**config.mk**
```make
export PLATFORM = sky130hd
export DESIGN_NAME = sfdp_discovery
export DESIGN_NICKNAME = d
export VERILOG_FILES = /design/src/rtl/sfdp_disc_pkg.sv /design/src/rtl/sfdp_word_fetch.sv /design/src/rtl/sfdp_table_pick.sv /design/src/rtl/sfdp_geom_decode.sv /design/src/rtl/sfdp_discovery.sv
export SDC_FILE = /design/constraint.sdc
export NUM_CORES = 1
export LEC_CHECK = 0
export ABC_AREA = 1
export BUFFER_PORTS_ARGS = -buffer_cell sky130_fd_sc_hd__buf_4
export CAP_MARGIN = 25
export CORE_MARGIN = 5
export CORE_UTILIZATION = 55
export CTS_CLUSTER_DIAMETER = 60
export DETAILED_ROUTE_END_ITERATION = 6
export GPL_ROUTABILITY_DRIVEN = 0
export PLACE_DENSITY = 0.82
export SKIP_LAST_GASP = 1
export SYNTH_ARGS = -nofsm -noshare
export SYNTH_HDL_FRONTEND = slang
export SYNTH_SLANG_ARGS = --single-unit
```
**constraint.sdc**
```tcl
create_clock -name clk -period 3.05 [get_ports clk]
set_input_delay 0.1525 -clock clk [delete_from_list [all_inputs] [get_ports clk]]
set_output_delay 0.1525 -clock clk [all_outputs]
set_load 0.01 [all_outputs]
```
**src/rtl/sfdp_disc_pkg.sv**
```systemverilog
package sfdp_disc_pkg;

  localparam int ADDR_W   = 24;
  localparam int CAP_W    = 32;
  localparam int PG_W     = 16;
  localparam int DW_BYTES = 4;
  localparam int LEN_W    = $clog2(DW_BYTES + 1);
  localparam int TLEN_W   = 10;

  localparam logic [7:0] OP_RD_SFDP   = 8'h5A;
  localparam logic [7:0] OP_WR_EN     = 8'h06;
  localparam logic [7:0] OP_ADDR4_ON  = 8'hB7;
  localparam logic [7:0] OP_ADDR4_OFF = 8'hE9;

  localparam logic [31:0]      SFDP_MAGIC   = 32'h5044_4653;
  localparam logic [CAP_W-1:0] CAP_4B_LIMIT = 32'h0100_0000;
  localparam logic [7:0]       NEW_ID_MINOR = 8'd5;

  typedef enum logic [1:0] {
    DISC_OK       = 2'd0,
    DISC_BAD_SIG  = 2'd1,
    DISC_NO_TABLE = 2'd2,
    DISC_CAP_OVF  = 2'd3
  } disc_err_e;

  typedef enum logic [3:0] {
    S_SIG1, S_SIG2, S_PH1, S_PH2, S_PICK,
    S_PG, S_CAP, S_COMMIT, S_WREN, S_MODE, S_END
  } disc_state_e;

  typedef struct packed {
    logic             ovf;
    logic [CAP_W-1:0] bytes;
  } cap_res_t;

  // Byte address of a 1-based dword inside a table.
  function automatic logic [ADDR_W-1:0] f_dw_addr(input logic [ADDR_W-1:0] base,
                                                 input logic [3:0] dw_num);
    logic [3:0] idx;
    idx = dw_num - 4'd1;
    return base + {{(ADDR_W-6){1'b0}}, idx, 2'b00};
  endfunction

  // Which table dword carries the page size information.
  function automatic logic [3:0] f_page_dw(input logic [7:0] tbl_minor);
    return (tbl_minor < NEW_ID_MINOR) ? 4'd1 : 4'd11;
  endfunction

  function automatic logic [PG_W-1:0] f_page_bytes(input logic [7:0]  tbl_minor,
                                                  input logic [31:0] dw);
    logic [PG_W-1:0] pg;
    if (tbl_minor < NEW_ID_MINOR) pg = dw[2] ? PG_W'(64) : PG_W'(1);
    else                          pg = PG_W'(1) << dw[7:4];
    return pg;
  endfunction

  function automatic cap_res_t f_cap_decode(input logic [31:0] dw);
    cap_res_t   r;
    logic [30:0] n;
    n = dw[30:0];
    r.ovf   = 1'b0;
    r.bytes = '0;
    if (dw[31]) begin
      if ((n < 31'd3) || (n > 31'd34)) r.ovf = 1'b1;
      else                             r.bytes = CAP_W'(1) << (n - 31'd3);
    end else begin
      r.bytes = {4'd0, n[30:3]} + CAP_W'(1);
    end
    return r;
  endfunction

endpackage

```
**src/rtl/sfdp_word_fetch.sv**
```systemverilog
module sfdp_word_fetch
  import sfdp_disc_pkg::*;
(
  input  logic                clk,
  input  logic                rst_n,
  input  logic                go,
  input  logic [7:0]          go_op,
  input  logic [ADDR_W-1:0]   go_addr,
  input  logic                go_addr_en,
  output logic                cmd_start,
  output logic [7:0]          cmd_opcode,
  output logic [ADDR_W-1:0]   cmd_addr,
  output logic                cmd_addr_en,
  output logic [LEN_W-1:0]    cmd_rx_len,
  input  logic                rx_valid,
  input  logic [7:0]          rx_byte,
  input  logic                cmd_done,
  output logic                busy,
  output logic                fin,
  output logic [8*DW_BYTES-1:0] word
);

  localparam int IDX_W = $clog2(DW_BYTES);

  logic [IDX_W-1:0] idx_q;

  always_ff @(posedge clk) begin
    if (!rst_n) begin
      cmd_start   <= 1'b0;
      cmd_opcode  <= '0;
      cmd_addr    <= '0;
      cmd_addr_en <= 1'b0;
      cmd_rx_len  <= '0;
      busy        <= 1'b0;
      fin         <= 1'b0;
      idx_q       <= '0;
    end else begin
      cmd_start <= go;
      fin       <= busy && cmd_done;
      if (go) begin
        cmd_opcode  <= go_op;
        cmd_addr    <= go_addr;
        cmd_addr_en <= go_addr_en;
        cmd_rx_len  <= go_addr_en ? LEN_W'(DW_BYTES) : '0;
        busy        <= 1'b1;
        idx_q       <= '0;
      end else if (busy) begin
        if (rx_valid) idx_q <= idx_q + 1'b1;
        if (cmd_done) busy <= 1'b0;
      end
    end
  end

  // One register per received byte lane; first byte lands in the low lane.
  for (genvar g = 0; g < DW_BYTES; g++) begin : g_lane
    logic [7:0] lane_q;
    always_ff @(posedge clk) begin
      if (!rst_n || go) lane_q <= '0;
      else if (busy && rx_valid && (idx_q == IDX_W'(g))) lane_q <= rx_byte;
    end
    assign word[8*g +: 8] = lane_q;
  end

endmodule

```
**src/rtl/sfdp_table_pick.sv**
```systemverilog
module sfdp_table_pick
  import sfdp_disc_pkg::*;
(
  input  logic              clk,
  input  logic              rst_n,
  input  logic              eval,
  input  logic [7:0]        sfdp_major,
  input  logic [7:0]        sfdp_minor,
  input  logic [31:0]       ph_lo,
  input  logic [31:0]       ph_hi,
  output logic              hit,
  output logic              found,
  output logic [7:0]        best_minor,
  output logic [ADDR_W-1:0] tbl_ptr,
  output logic [TLEN_W-1:0] tbl_bytes
);

  logic id_low_ok, id_high_ok, id_ok, rev_ok;

  assign id_low_ok  = (ph_lo[7:0] == 8'h00);
  assign id_high_ok = (sfdp_minor < NEW_ID_MINOR) || (ph_hi[31:24] == 8'hFF);
  assign id_ok      = (sfdp_major == 8'd1) && id_low_ok && id_high_ok;
  assign rev_ok     = (ph_lo[23:16] == 8'd1) && (ph_lo[15:8] >= best_minor);
  assign hit        = eval && id_ok && rev_ok;

  always_ff @(posedge clk) begin
    if (!rst_n) begin
      found      <= 1'b0;
      best_minor <= '0;
      tbl_ptr    <= '0;
      tbl_bytes  <= '0;
    end else if (hit) begin
      found      <= 1'b1;
      best_minor <= ph_lo[15:8];
      tbl_ptr    <= ph_hi[ADDR_W-1:0];
      tbl_bytes  <= {ph_lo[31:24], 2'b00};
    end
  end

endmodule

```
**src/rtl/sfdp_geom_decode.sv**
```systemverilog
module sfdp_geom_decode
  import sfdp_disc_pkg::*;
(
  input  logic             clk,
  input  logic             rst_n,
  input  logic             pg_load,
  input  logic             cap_load,
  input  logic [7:0]       tbl_minor,
  input  logic [31:0]      word,
  output logic [PG_W-1:0]  pg_bytes,
  output logic [CAP_W-1:0] cap_bytes,
  output logic             cap_ovf
);

  cap_res_t cap_res;
  assign cap_res = f_cap_decode(word);

  always_ff @(posedge clk) begin
    if (!rst_n) begin
      pg_bytes  <= '0;
      cap_bytes <= '0;
      cap_ovf   <= 1'b0;
    end else begin
      if (pg_load) pg_bytes <= f_page_bytes(tbl_minor, word);
      if (cap_load) begin
        cap_bytes <= cap_res.bytes;
        cap_ovf   <= cap_res.ovf;
      end
    end
  end

endmodule

```
**src/rtl/sfdp_discovery.sv**
```systemverilog
module sfdp_discovery
  import sfdp_disc_pkg::*;
#(
  parameter logic [31:0] DEF_CAPACITY = 32'h0010_0000,
  parameter logic [15:0] DEF_PAGE     = 16'd256
) (
  input  logic        clk,
  input  logic        rst_n,
  output logic        cmd_start,
  output logic [7:0]  cmd_opcode,
  output logic [23:0] cmd_addr,
  output logic        cmd_addr_en,
  output logic [2:0]  cmd_rx_len,
  input  logic        cmd_rx_valid,
  input  logic [7:0]  cmd_rx_byte,
  input  logic        cmd_done,
  output logic [31:0] capacity,
  output logic [15:0] page_size,
  output logic [9:0]  tbl_bytes,
  output logic        addr4b,
  output logic        done,
  output logic [1:0]  err_code
);

  disc_state_e        st;
  logic               launched;
  logic [31:0]        sig_q;
  logic [7:0]         sfdp_min, sfdp_maj;
  logic [8:0]         ph_left;
  logic [ADDR_W-1:0]  ph_off;
  logic [31:0]        ph_lo_q;
  disc_err_e          err_q;
  logic [CAP_W-1:0]   cap_q;
  logic [PG_W-1:0]    page_q;
  logic               a4_q, done_q;

  // Named internal events
  logic               is_cmd, go, rd_busy, fin;
  logic [7:0]         c_op;
  logic [ADDR_W-1:0]  c_addr;
  logic               c_aen;
  logic [31:0]        word;
  logic               ph_eval, pg_load, cap_load;
  logic               sel_hit, sel_found;
  logic [7:0]         best_minor;
  logic [ADDR_W-1:0]  tbl_ptr;
  logic [PG_W-1:0]    dec_pg;
  logic [CAP_W-1:0]   dec_cap;
  logic               dec_ovf;
  logic               want_4b;

  assign want_4b = (cap_q > CAP_4B_LIMIT);

  always_comb begin
    is_cmd = 1'b1;
    c_op   = OP_RD_SFDP;
    c_aen  = 1'b1;
    c_addr = '0;
    case (st)
      S_SIG1: c_addr = f_dw_addr('0, 4'd1);
      S_SIG2: c_addr = f_dw_addr('0, 4'd2);
      S_PH1:  c_addr = f_dw_addr(ph_off, 4'd1);
      S_PH2:  c_addr = f_dw_addr(ph_off, 4'd2);
      S_PG:   c_addr = f_dw_addr(tbl_ptr, f_page_dw(best_minor));
      S_CAP:  c_addr = f_dw_addr(tbl_ptr, 4'd2);
      S_WREN: begin
        c_op  = OP_WR_EN;
        c_aen = 1'b0;
      end
      S_MODE: begin
        c_op  = want_4b ? OP_ADDR4_ON : OP_ADDR4_OFF;
        c_aen = 1'b0;
      end
      default: is_cmd = 1'b0;
    endcase
  end

  assign go       = is_cmd && !launched && !rd_busy;
  assign ph_eval  = (st == S_PH2) && fin;
  assign pg_load  = (st == S_PG)  && fin;
  assign cap_load = (st == S_CAP) && fin;

  sfdp_word_fetch u_fetch (
    .clk        (clk),
    .rst_n      (rst_n),
    .go         (go),
    .go_op      (c_op),
    .go_addr    (c_addr),
    .go_addr_en (c_aen),
    .cmd_start  (cmd_start),
    .cmd_opcode (cmd_opcode),
    .cmd_addr   (cmd_addr),
    .cmd_addr_en(cmd_addr_en),
    .cmd_rx_len (cmd_rx_len),
    .rx_valid   (cmd_rx_valid),
    .rx_byte    (cmd_rx_byte),
    .cmd_done   (cmd_done),
    .busy       (rd_busy),
    .fin        (fin),
    .word       (word)
  );

  sfdp_table_pick u_pick (
    .clk       (clk),
    .rst_n     (rst_n),
    .eval      (ph_eval),
    .sfdp_major(sfdp_maj),
    .sfdp_minor(sfdp_min),
    .ph_lo     (ph_lo_q),
    .ph_hi     (word),
    .hit       (sel_hit),
    .found     (sel_found),
    .best_minor(best_minor),
    .tbl_ptr   (tbl_ptr),
    .tbl_bytes (tbl_bytes)
  );

  sfdp_geom_decode u_geom (
    .clk      (clk),
    .rst_n    (rst_n),
    .pg_load  (pg_load),
    .cap_load (cap_load),
    .tbl_minor(best_minor),
    .word     (word),
    .pg_bytes (dec_pg),
    .cap_bytes(dec_cap),
    .cap_ovf  (dec_ovf)
  );

  always_ff @(posedge clk) begin
    if (!rst_n) begin
      st       <= S_SIG1;
      launched <= 1'b0;
      sig_q    <= '0;
      sfdp_min <= '0;
      sfdp_maj <= '0;
      ph_left  <= '0;
      ph_off   <= '0;
      ph_lo_q  <= '0;
      err_q    <= DISC_OK;
      cap_q    <= DEF_CAPACITY;
      page_q   <= DEF_PAGE;
      a4_q     <= 1'b0;
      done_q   <= 1'b0;
    end else begin
      if (go)       launched <= 1'b1;
      else if (fin) launched <= 1'b0;
      case (st)
        S_SIG1: if (fin) begin
          sig_q <= word;
          st    <= S_SIG2;
        end
        S_SIG2: if (fin) begin
          if (sig_q != SFDP_MAGIC) begin
            err_q <= DISC_BAD_SIG;
            st    <= S_WREN;
          end else begin
            sfdp_min <= word[7:0];
            sfdp_maj <= word[15:8];
            ph_left  <= {1'b0, word[23:16]} + 9'd1;
            ph_off   <= ADDR_W'(8);
            st       <= S_PH1;
          end
        end
        S_PH1: if (fin) begin
          ph_lo_q <= word;
          st      <= S_PH2;
        end
        S_PH2: if (fin) begin
          ph_left <= ph_left - 9'd1;
          ph_off  <= ph_off + ADDR_W'(8);
          st      <= (ph_left == 9'd1) ? S_PICK : S_PH1;
        end
        S_PICK: begin
          if (sel_found) st <= S_PG;
          else begin
            err_q <= DISC_NO_TABLE;
            st    <= S_WREN;
          end
        end
        S_PG:  if (fin) st <= S_CAP;
        S_CAP: if (fin) st <= S_COMMIT;
        S_COMMIT: begin
          if (dec_ovf) err_q <= DISC_CAP_OVF;
          else begin
            cap_q  <= dec_cap;
            page_q <= dec_pg;
          end
          st <= S_WREN;
        end
        S_WREN: if (fin) st <= S_MODE;
        S_MODE: if (fin) begin
          a4_q   <= want_4b;
          done_q <= 1'b1;
          st     <= S_END;
        end
        default: ;
      endcase
    end
  end

  assign capacity  = cap_q;
  assign page_size = page_q;
  assign addr4b    = a4_q;
  assign done      = done_q;
  assign err_code  = err_q;

endmodule

```
=== Word-level counts from Yosys, hierarchy flattened ===
Cells that the tools add are included.

* Register bits: 333
* Input bits: 12
* Output and inout port bits: 99
* Word-level logic and storage cells: 166

* Add/sub/neg operators: 10
* Magnitude comparators: 6
* Equal/unequal tests: 29
* Shift operators: 2
* Mux-type cells: 43
* Bitwise logic cells: 3
* Reduce and logical (&&, ||, !) cells: 41

{| class="wikitable"
|+ Operator list
! kind !! count
|-
| $pmux W24 S5 || 1
|-
| $mux W24 || 3
|-
| $mux W32 || 2
|-
| $add A24 B3 Y24 const B || 2
|-
| $pmux W24 S2 || 1
|-
| $mux W4 || 11
|-
| $pmux W4 S10 || 1
|-
| $gt A32 B25 Y1 const B || 1
|-
| $ne A32 B31 Y1 const B || 1
|-
| $shl A1 B31 Y32 const A || 1
|-
| $gt A31 B6 Y1 const B || 1
|-
| $lt A31 B2 Y1 const B || 1
|-
| $sub A31 B2 Y31 const B || 1
|-
| $add A28 B1 Y29 const B || 1
|-
| $mux W9 || 3
|-
| $add A24 B4 Y24 const B || 1
|-
| $add A24 B6 Y24 || 1
|-
| $ne A2 B1 Y1 const B || 9
|-
| $pmux W9 S2 || 1
|-
| $eq A4 B3 Y1 const B || 4
|-
| $eq A8 B1 Y1 const B || 2
|-
| $logic_and A1 B1 Y1 || 16
|-
| $lt A8 B3 Y1 const B || 2
|-
| $mux W16 || 1
|-
| 36 further kinds || 66
|}

=== Logic depth before layout (Yosys ltp) ===
Gate-level depths: netlist (run 1).

* Depth after elaboration: 6
* Gate-level depth with buffers: 22
* Mapped depth without buffers: 21

=== Cells and area by module ===
A second synthesis (run 1) with hierarchy kept.

* Cell total of the unflattened synthesis: 2882
* Area total of the unflattened synthesis: 18303.8 um^2

{| class="wikitable"
|+ By module, submodules not included
! module !! times used !! cells an instance !! area an instance (um^2) !! sequential area each (um^2)
|-
| sfdp_discovery || 1 || 1502 || 9394.0 || 3343.2
|-
| sfdp_geom_decode || 1 || 639 || 4036.4 || 980.9
|-
| sfdp_word_fetch || 1 || 373 || 2628.8 || 1401.3
|-
| sfdp_table_pick || 1 || 368 || 2244.7 || 820.8
|}

=== Least setup slack after synthesis (run 1) ===
OpenSTA, ideal clock, no wires.

* Kind: flip-flop to flip-flop
* Start: register u_pick.best_minor[0]
* End: register u_fetch.cmd_addr[20]
* Library setup time: 112 ps
* Arrival: 3054 ps
* Required time: 2938 ps
* Path slack: -117 ps
* Stages on the path, launching flop included: 21
* Buffers on the path: 1
* Clock period less this slack: 3167 ps
* Path through: dfxtp_1 or2_2 a211oi_1 inv_1 clkbuf_1 ha_1 nand2_1 o21ai_0 nand2_1 nor2_1 inv_1 nor2_1 inv_1 nor2_1 inv_1 nor3_1 nand3_1 nand3_1 nand3_1 nand2_1 nand2_1

* Word-level cells in the longest chain between the ends: 5

{| class="wikitable"
|+ Ends and longest elaborated chain
! element !! RTL line !! RTL
|-
| start, declared || sfdp_table_pick.sv:13 || <nowiki>output logic [7:0] best_minor,</nowiki>
|-
| start signal, assigned || sfdp_table_pick.sv:34 || <nowiki>best_minor <= ph_lo[15:8];</nowiki>
|-
| $lt A8 B3 Y1 || sfdp_disc_pkg.sv:46 || <nowiki>return (tbl_minor < NEW_ID_MINOR) ? 4'd1 : 4'd11;</nowiki>
|-
| $mux W4 || sfdp_disc_pkg.sv:46 ||
|-
| $sub A4 B1 Y4 || sfdp_disc_pkg.sv:40 || <nowiki>idx = dw_num - 4'd1;</nowiki>
|-
| $add A24 B6 Y24 || sfdp_disc_pkg.sv:41 || <nowiki>return base + {{(ADDR_W-6){1'b0}}, idx, 2'b00};</nowiki>
|-
| $pmux W24 S5 || sfdp_discovery.sv:59 || <nowiki>case (st)</nowiki>
|-
| end signal, assigned || sfdp_word_fetch.sv:42 || <nowiki>cmd_addr <= go_addr;</nowiki>
|-
| end, declared || sfdp_word_fetch.sv:12 || <nowiki>output logic [ADDR_W-1:0] cmd_addr,</nowiki>
|}

No other way between the ends.
A chain may end at the register's enable or synchronous reset.

=== Worst setup path after layout (run 1) ===
* Start: register u_fetch.g_lane[0].lane_q[1]
* End: register u_geom.cap_bytes[12]

* Word-level cells in the longest chain between the ends: 4
* Elaborated cells on any way between the ends: 7
* Those cells by class: add/sub (1); order compare (2); shift (1); mux (2); reduce/logical (1)

{| class="wikitable"
|+ Ends and longest elaborated chain
! element !! RTL line !! RTL
|-
| start, declared || sfdp_word_fetch.sv:56 || <nowiki>logic [7:0] lane_q;</nowiki>
|-
| start signal, assigned || sfdp_word_fetch.sv:59 || <nowiki>else if (busy && rx_valid && (idx_q == IDX_W'(g))) lane_q <= rx_byte;</nowiki>
|-
| $sub A31 B2 Y31 (tied with other cells) || sfdp_disc_pkg.sv:65 || <nowiki>else r.bytes = CAP_W'(1) << (n - 31'd3);</nowiki>
|-
| $shl A1 B31 Y32 / $logic_or A1 B1 Y1 (equally long branches) || sfdp_disc_pkg.sv:65, sfdp_disc_pkg.sv:64 ||
|-
| $mux W32 (*) || sfdp_disc_pkg.sv:64 || <nowiki>if ((n < 31'd3) || (n > 31'd34)) r.ovf = 1'b1;</nowiki>
|-
| $mux W32 (*) || sfdp_disc_pkg.sv:63 || <nowiki>if (dw[31]) begin</nowiki>
|-
| end signal, assigned || sfdp_geom_decode.sv:26 || <nowiki>cap_bytes <= cap_res.bytes;</nowiki>
|-
| end, declared || sfdp_geom_decode.sv:11 || <nowiki>output logic [CAP_W-1:0] cap_bytes,</nowiki>
|}

Mark *: on every way between the ends. The rest lies on a longest branch, timed or not.

==> metrics.md, run 1 <==
| Metric | Value |
|---|---|
| Die Span Y | `184 um` |
| Reg2Reg Depth | `13` |
| Flip-flop and latch count after synthesis | `324` |
| R2R Path Start | `u_fetch.g_lane[0].lane_q[1]$_SDFFE_PP0P_` |
| GRT overflow | `0` |
| CP Capture Point | `u_geom.cap_bytes[12]$_SDFFE_PN0P_` |
| # diodes | `0` |
| PortBufs | `106` |
| Site Rows | `63` |
| Critical path class | `flop to flop` |
| Number of max-cap violations | `0` |
| Overall power | `0.00919 W` |
| Top-Level Pins | `111` |
| Min Tclk post-route | `2.85 ns` |
| Final Setup Violations | `0` |
| P_leak | `7.60 nW` |
| Cell area after synthesis | `16600 um^2` |
| Ys flop type | `dfxtp_1` |
| CTS sink count | `324` |
| Root Driver | `clkbuf_16` |
| Post-synthesis sequential area ratio | `39.2%` |
| Post-synth ARST share | `0%` |
| Largest net degree at the start of global routing | `109` |
| Remaining DRCs | `5` |
| TNS Setup | `0 ns` |
| Nets | `2490` |
| Clock skew | `0.0164 ns` |
| Synth cell types | `50` |
| Synthesized area per cell | `6.92 um^2` |
| YS warnings | `0` |
| Worst Hold Class | `primary input to flop` |
| Longest Clk Path Bufs | `3` |
| Starting DRT DRC Count | `2275` |
| Run status | `finished with violations` |
| Worst EP required | `3.49 ns` |
| Vias/cell | `5.89` |
| TritonCTS buffer count | `36` |
| Slew Limit Headroom | `38.0%` |
| Worst path arrival time | `3.29 ns` |
| TritonCTS clock tree | `done` |
| Nature of the critical path startpoint | `flop` |
| Final hold viol count | `0` |
| Synth top cells by count | `nand2_1, dfxtp_1, a21oi_1` |
| All-Layer GR Usage | `28.2%` |
| Setup Fix Bufs, Post-CTS | `0` |
| Vias in the first global route | `15.6k` |
| Final slew viol count | `0` |
| Post-synthesis cell count | `2395` |
| FF-to-FF setup slack | `0.20 ns` |
| Worst Max-Slew Pin Slew | `0.925 ns` |
| F_max | `351 MHz` |
| Initial core utilization | `55.7%` |
| Clk slew on worst S/H paths | `0.06 ns` |
| Failing checks | `design-rule violations` |
| Initial antenna violation count | `0` |
| Dominant cell by count in the synthesized netlist | `nand2_1` |
| Pwr Density | `486 nW/um^2` |
| Layout cells sized above 1 | `11.6%` |
| Vias post-DR | `16.9k` |
| Unrepaired setup endpoints after global routing | `false` |
| Die area | `33700 um^2` |
| Area grow syn2layout | `14.1%` |
| R2R Path End | `u_geom.cap_bytes[12]$_SDFFE_PN0P_` |
| Die Width | `184 um` |
| Origin of the worst setup path | `u_fetch.g_lane[0].lane_q[1]$_SDFFE_PP0P_` |
| H-tree Lvls | `2` |
| Synth top area share | `39.2%` |
| Drt first pass iters | `7` |
| Worst Setup End Kind | `flop` |
| Core box area | `29700 um^2` |
| First-pass GRT wire length | `78700 um` |
| Post-synth EDFFs | `0` |
| Final period util | `93.4%` |
| Synth area leader | `dfxtp_1` |
| DRT Wirelength | `49600 um` |
| Hpwl dp | `35400 um` |
| Worst IR Drop VDD | `0.000367 V` |
| Largest cells by area after synthesis | `dfxtp_1, nand2_1, a21oi_1` |
| Worst skew pair latency | `0.53 ns` |
| Antenna Nets Post-Route | `0` |
| Critical path peak fanout | `9` |
| Wire per inst | `17.3 um` |
-- state kept, by name, summed over array words and instances (netlist names), 2 cells and up --
name                   count
u_pick.tbl_ptr            24
u_pick.best_minor          8
err_code                   2
u_fetch.g_lane.lane_q     32
u_fetch.idx_q              2
u_geom.pg_bytes           16
ph_lo_q                   32
sfdp_min                   8
u_fetch.cmd_addr          24
u_geom.cap_bytes          32
ph_off                    21
ph_left                    9
u_pick.tbl_bytes           8
sfdp_maj                   8
page_size                 16
u_fetch.cmd_opcode         5
capacity                  32
st                         4
sig_q                     32
-- where the power goes --
part	internal, W	switching, W
Combinational	0.000190	0.000425
Clock	0.00248	0.00176
Sequential	0.00429	0.0000459
-- metrics by stage --
step | setup WS, ns | utilization (%) | hold WS [ns] | cells | instance area [um^2]
finish | 0.200 | 63.6 | 0.0429 | 2864 | 18900
global route | 0.0144 | 63.6 | 0.0501 | 2864 | 18900
CTS | 0.0236 | 63.4 | 0.0269 | 2864 | 18800
detailed placement | 0.0393 | 59.2 | 0.411 | 2795 | 17600
global placement | 0.115 | 59.2 | 0.417 | 2794 | 17600
floorplan | 0.0748 | - | 0.296 | 2398 | 16600
-- what timing repair did --
action	4_1_cts	5_1_grt
hold endpoints to repair	34	0
endpoints found under the setup margin	0	38
hold buffers	9	0
gates resized for setup	0	11
-- how the worst min path moves through the flow --
stage                 start                       endpoint  depth (start not counted)
3_3_place_gp       cmd_done         u_fetch.fin$_SDFF_PN0_                          3
2_1_floorplan      cmd_done         u_fetch.fin$_SDFF_PN0_                          2
4_1_cts        cmd_rx_valid  u_fetch.idx_q[0]$_SDFFE_PP0P_                          4
3_5_place_dp       cmd_done         u_fetch.fin$_SDFF_PN0_                          3
6_report       cmd_rx_valid  u_fetch.idx_q[0]$_SDFFE_PP0P_                          4
5_1_grt        cmd_rx_valid  u_fetch.idx_q[0]$_SDFFE_PP0P_                          4
-- layout by cell type, fill, tap and decap left out, types with 28 or more instances in the layout --
master,instances
a21oi_1,267
buf_4,154
clkbuf_16,36
dfxtp_1,324
inv_1,252
nand2_1,386
nand3_1,130
nand4_1,81
nor2_1,233
nor3_1,34
nor4_1,28
o21ai_0,262
xor2_1,46
-- layout make-up --
cell class	instances	area, um^2
clock buffer	48	996
inverter	266	1000
multi-input combinational	1659	8480
timing repair buffer	165	1290
fill	2555	10800
tap	390	488
clock inverter	12	156
sequential	324	6490
-- routing by layer --
layer | vias to the layer above | track usage (%) | share of wire (%)
met5 | - | 0 | 0
met4 | 0 | 13.3 | 5.0
met2 | 881 | 45.7 | 46
met3 | 192 | 5.34 | 9.2
li1 | 8088 | - | -
met1 | 7697 | 36.3 | 40
-- cell families after synthesis --
kind of cell	after synthesis	synth area share [%]
adders and majority gates	26	1.96
and+or+nand+nor	961	26.2
AOI/OAI and AO/OA	619	19.9
xor gates and xnor gates	49	2.59
buffers and inverters	415	10.1
DFF	324	39.2
other	1	0.0226
-- worst max-delay path: stages (launching register included) --
cell	delay, ns
dfxtp_1	0.45
ha_1	0.28
inv_1	0.10
nand2_2	0.12
nor2_2	0.22
nand2_1	0.16
nor2_1	0.16
xor2_1	0.16
nand2_1	0.08
nor2_2	0.23
nand4_2	0.23
nor2_4	0.27
nand4_1	0.12
a21oi_1	0.20
Power figures use the tool's default switching activity.
==> run 2: changes to the inputs <==
Settings changed: BUFFER_PORTS_ARGS -buffer_cell sky130_fd_sc_hd__buf_4 to not set, CORE_UTILIZATION 55 to 57, DONT_BUFFER_PORTS set to 1, PLACE_DENSITY 0.82 to 0.81.
==> run 2 against run 1 <==
The flow still finishes with violations (design-rule violations). Final cell count down 3.4%. Register-to-register slack about the same. Die area down 3.3%. First-iteration DRC count down 16%. Via count down 2.0%. Maximum frequency down 0.19%. Critical path depth up 6. Sequential power about the same. Critical endpoint is now u_fetch.cmd_addr[20]$_SDFFE_PN0P_. Largest power group is now clock.
==> metrics.md, run 2 (same netlist as run 1, synthesis figures left out) <==
| Metric | Value |
|---|---|
| Slew Limit Headroom | `39.3% (was 38.0%)` |
| F_max | `350 MHz (was 351 MHz)` |
| Worst Hold Class | `primary input to flop (unchanged)` |
| Drt first pass iters | `7 (unchanged)` |
| Number of max-cap violations | `0 (unchanged)` |
| Layout cells sized above 1 | `8.35% (was 11.6%)` |
| Worst path arrival time | `3.28 ns (was 3.29 ns)` |
| Initial core utilization | `57.7% (was 55.7%)` |
| Fin cells | `2768 (was 2864)` |
| First-pass GRT wire length | `77900 um (was 78700 um)` |
| H-tree Lvls | `2 (unchanged)` |
| Vias/cell | `5.97 (was 5.89)` |
| Placed cell area | `16900 um^2 (was 17600 um^2)` |
| Nature of the critical path startpoint | `flop (unchanged)` |
| Initial antenna violation count | `0 (unchanged)` |
| Hold_ws | `0.109 ns (was 0.0429 ns)` |
| Longest Clk Path Bufs | `3 (unchanged)` |
| Final period util | `93.6% (was 93.4%)` |
| Slowest library cell on the worst path | `dfxtp_1 (unchanged)` |
| Seq. cell area | `6490 um^2 (about the same)` |
| Min Tclk post-route | `2.86 ns (was 2.85 ns)` |
| Nets | `2397 (was 2490)` |
| Antenna Nets Post-Route | `0 (unchanged)` |
| Critical path class | `flop to flop (unchanged)` |
| Fill cell total of the finished layout | `2507 (was 2555)` |
| # diodes | `0 (unchanged)` |
| Final slew viol count | `0 (unchanged)` |
| Buf/Inv on CP | `4 (was 1)` |
| Hpwl dp | `35000 um (was 35400 um)` |
| Placed insts | `2692 (was 2795)` |
| Root Driver | `clkbuf_16 (unchanged)` |
| Clock skew | `0.0195 ns (was 0.0164 ns)` |
| Worst IR Drop VDD | `0.000474 V (was 0.000367 V)` |
| Pwr Density | `509 nW/um^2 (was 486 nW/um^2)` |
| Die area | `32600 um^2 (was 33700 um^2)` |
| Commonest non-fill, non-tap cells in the layout | `nand2_1, dfxtp_1, a21oi_1 (unchanged)` |
| GRT overflow | `0 (unchanged)` |
| Wire per inst | `17.8 um (was 17.3 um)` |
| Clk slew on worst S/H paths | `0.06 ns (about the same)` |
| Failing checks | `design-rule violations (unchanged)` |
| P_leak | `7.15 nW (was 7.60 nW)` |
| Site Rows | `62 (was 63)` |
| Area of the multi-input gates | `8480 um^2 (about the same)` |
| Top-Level Pins | `111 (unchanged)` |
| Worst skew pair latency | `0.54 ns (was 0.53 ns)` |
| TritonCTS clock tree | `done (unchanged)` |
| TritonCTS buffer count | `37 (was 36)` |
| Starting DRT DRC Count | `1921 (was 2275)` |
| PortBufs | `0 (was 106)` |
| CTS sink count | `324 (unchanged)` |
| Die Width | `180 um (was 184 um)` |
| All-Layer GR Usage | `28.6% (was 28.2%)` |
| Critical path peak fanout | `3 (was 9)` |
| Final Setup Violations | `0 (unchanged)` |
| Area grow syn2layout | `10.3% (was 14.1%)` |
| Core box area | `28700 um^2 (was 29700 um^2)` |
| Worst Setup End Kind | `flop (unchanged)` |
| Largest net degree at the start of global routing | `212 (was 109)` |
| Run status | `finished with violations (unchanged)` |
| Crit path max-delay family | `simple AND/OR/NAND/NOR gates (unchanged)` |
| Commonest non-fill, non-tap cell in the layout | `nand2_1 (unchanged)` |
| Die Span Y | `180 um (was 184 um)` |
| Remaining DRCs | `35 (was 5)` |
| Cell breakdown of the critical path | `or2_2 -> a211oi_4 -> inv_2 -> ha_4 -> nand2_1 -> o21ai_1 -> nand2_1 -> nor2_1 -> inv_1 -> nor2_1 -> inv_1 -> nor2_1 -> inv_1 -> nor3_4 -> nand3_1 -> nand3_1 -> nand3_1 -> nand2_1 -> nand2_1 (was ha_1 -> inv_1 -> nand2_2 -> nor2_2 -> nand2_1 -> nor2_1 -> xor2_1 -> nand2_1 -> nor2_2 -> nand4_2 -> nor2_4 -> nand4_1 -> a21oi_1)` |
| Worst EP required | `3.47 ns (was 3.49 ns)` |
| Vias in the first global route | `15.4k (was 15.6k)` |
| Worst Max-Slew Pin Slew | `0.903 ns (was 0.925 ns)` |
| DRT Wirelength | `49300 um (was 49600 um)` |
| Final hold viol count | `0 (unchanged)` |
| Post-route cell area | `18300 um^2 (was 18900 um^2)` |
| Vias post-DR | `16.5k (was 16.9k)` |
| DP Worst Slack | `0.0732 ns (was 0.0393 ns)` |
| Overall power | `0.00930 W (was 0.00919 W)` |
| Top cell by count, worst path | `nand2_1` |
| Setup ws final | `0.195 ns (was 0.200 ns)` |
| Slowest stage delay, CP | `0.33 ns (was 0.45 ns)` |
==> run 2: what timing repair did <==
item	4_1_cts	5_1_grt
gates resized for setup	0	13
endpoints found under the hold margin	250	0
endpoints found under the setup margin	0	17
setup buffers	0	1
hold buffers	11	0
==> run 2: tightest hold or removal path, cell delays in order <==
cell	delay (ns)
nand2_2	0.05
buf_4	0.24
a21oi_1	0.14
==> run 2: cell type report <==
type / count / share of cell area (%)
Tap cell: 384 / 2.63
Multi-Input combinational cell: 1659 / 46.4
Clock inverter: 15 / 0.918
Sequential cell: 324 / 35.5
Clock buffer: 49 / 5.75
Timing Repair Buffer: 71 / 3.25
Inverter: 266 / 5.47
==> run 2: power breakdown <==
part           internal [W]  switching (W)
sequential          0.00429      0.0000598
clock               0.00262        0.00178
combinational      0.000161       0.000395
total               0.00707        0.00224
==> run 2: stage by stage <==
| step | TNS (ns) | utilization [%] |
|---|---|---|
| CTS | 0 | 63.4 |
| floorplan | 0 | - |
| global placement | 0 | 58.7 |
| detailed placement | 0 | 58.7 |
| finish | 0 | 63.6 |
| global route | -0.128 | 63.6 |
==> run 2: path summary, 6_finish.rpt <==
kind / startpoint / endpoint / slack (ns) / depth (start not counted)
setup / recovery: u_pick.best_minor[0]$_SDFFE_PN0P_ / u_fetch.cmd_addr[20]$_SDFFE_PN0P_ / 0.19 / 19
hold / removal: rst_n / u_fetch.g_lane[1].lane_q[6]$_SDFFE_PP0P_ / 0.11 / 3
setup reg to reg: u_pick.best_minor[0]$_SDFFE_PN0P_ / u_fetch.cmd_addr[20]$_SDFFE_PN0P_ / 0.19 / 19
hold reg to reg: sig_q[20]$_SDFFE_PN0P_ / sig_q[20]$_SDFFE_PN0P_ / 0.45 / 2
==> run 2: layer usage <==
layer,GRT usage [%],wire length (um),vias to the layer above
met4,14.1,2550,0
met5,0,0,-
met2,47.0,22700,913
met1,36.3,19200,7497
li1,-,-,7907
met3,5.23,4900,200
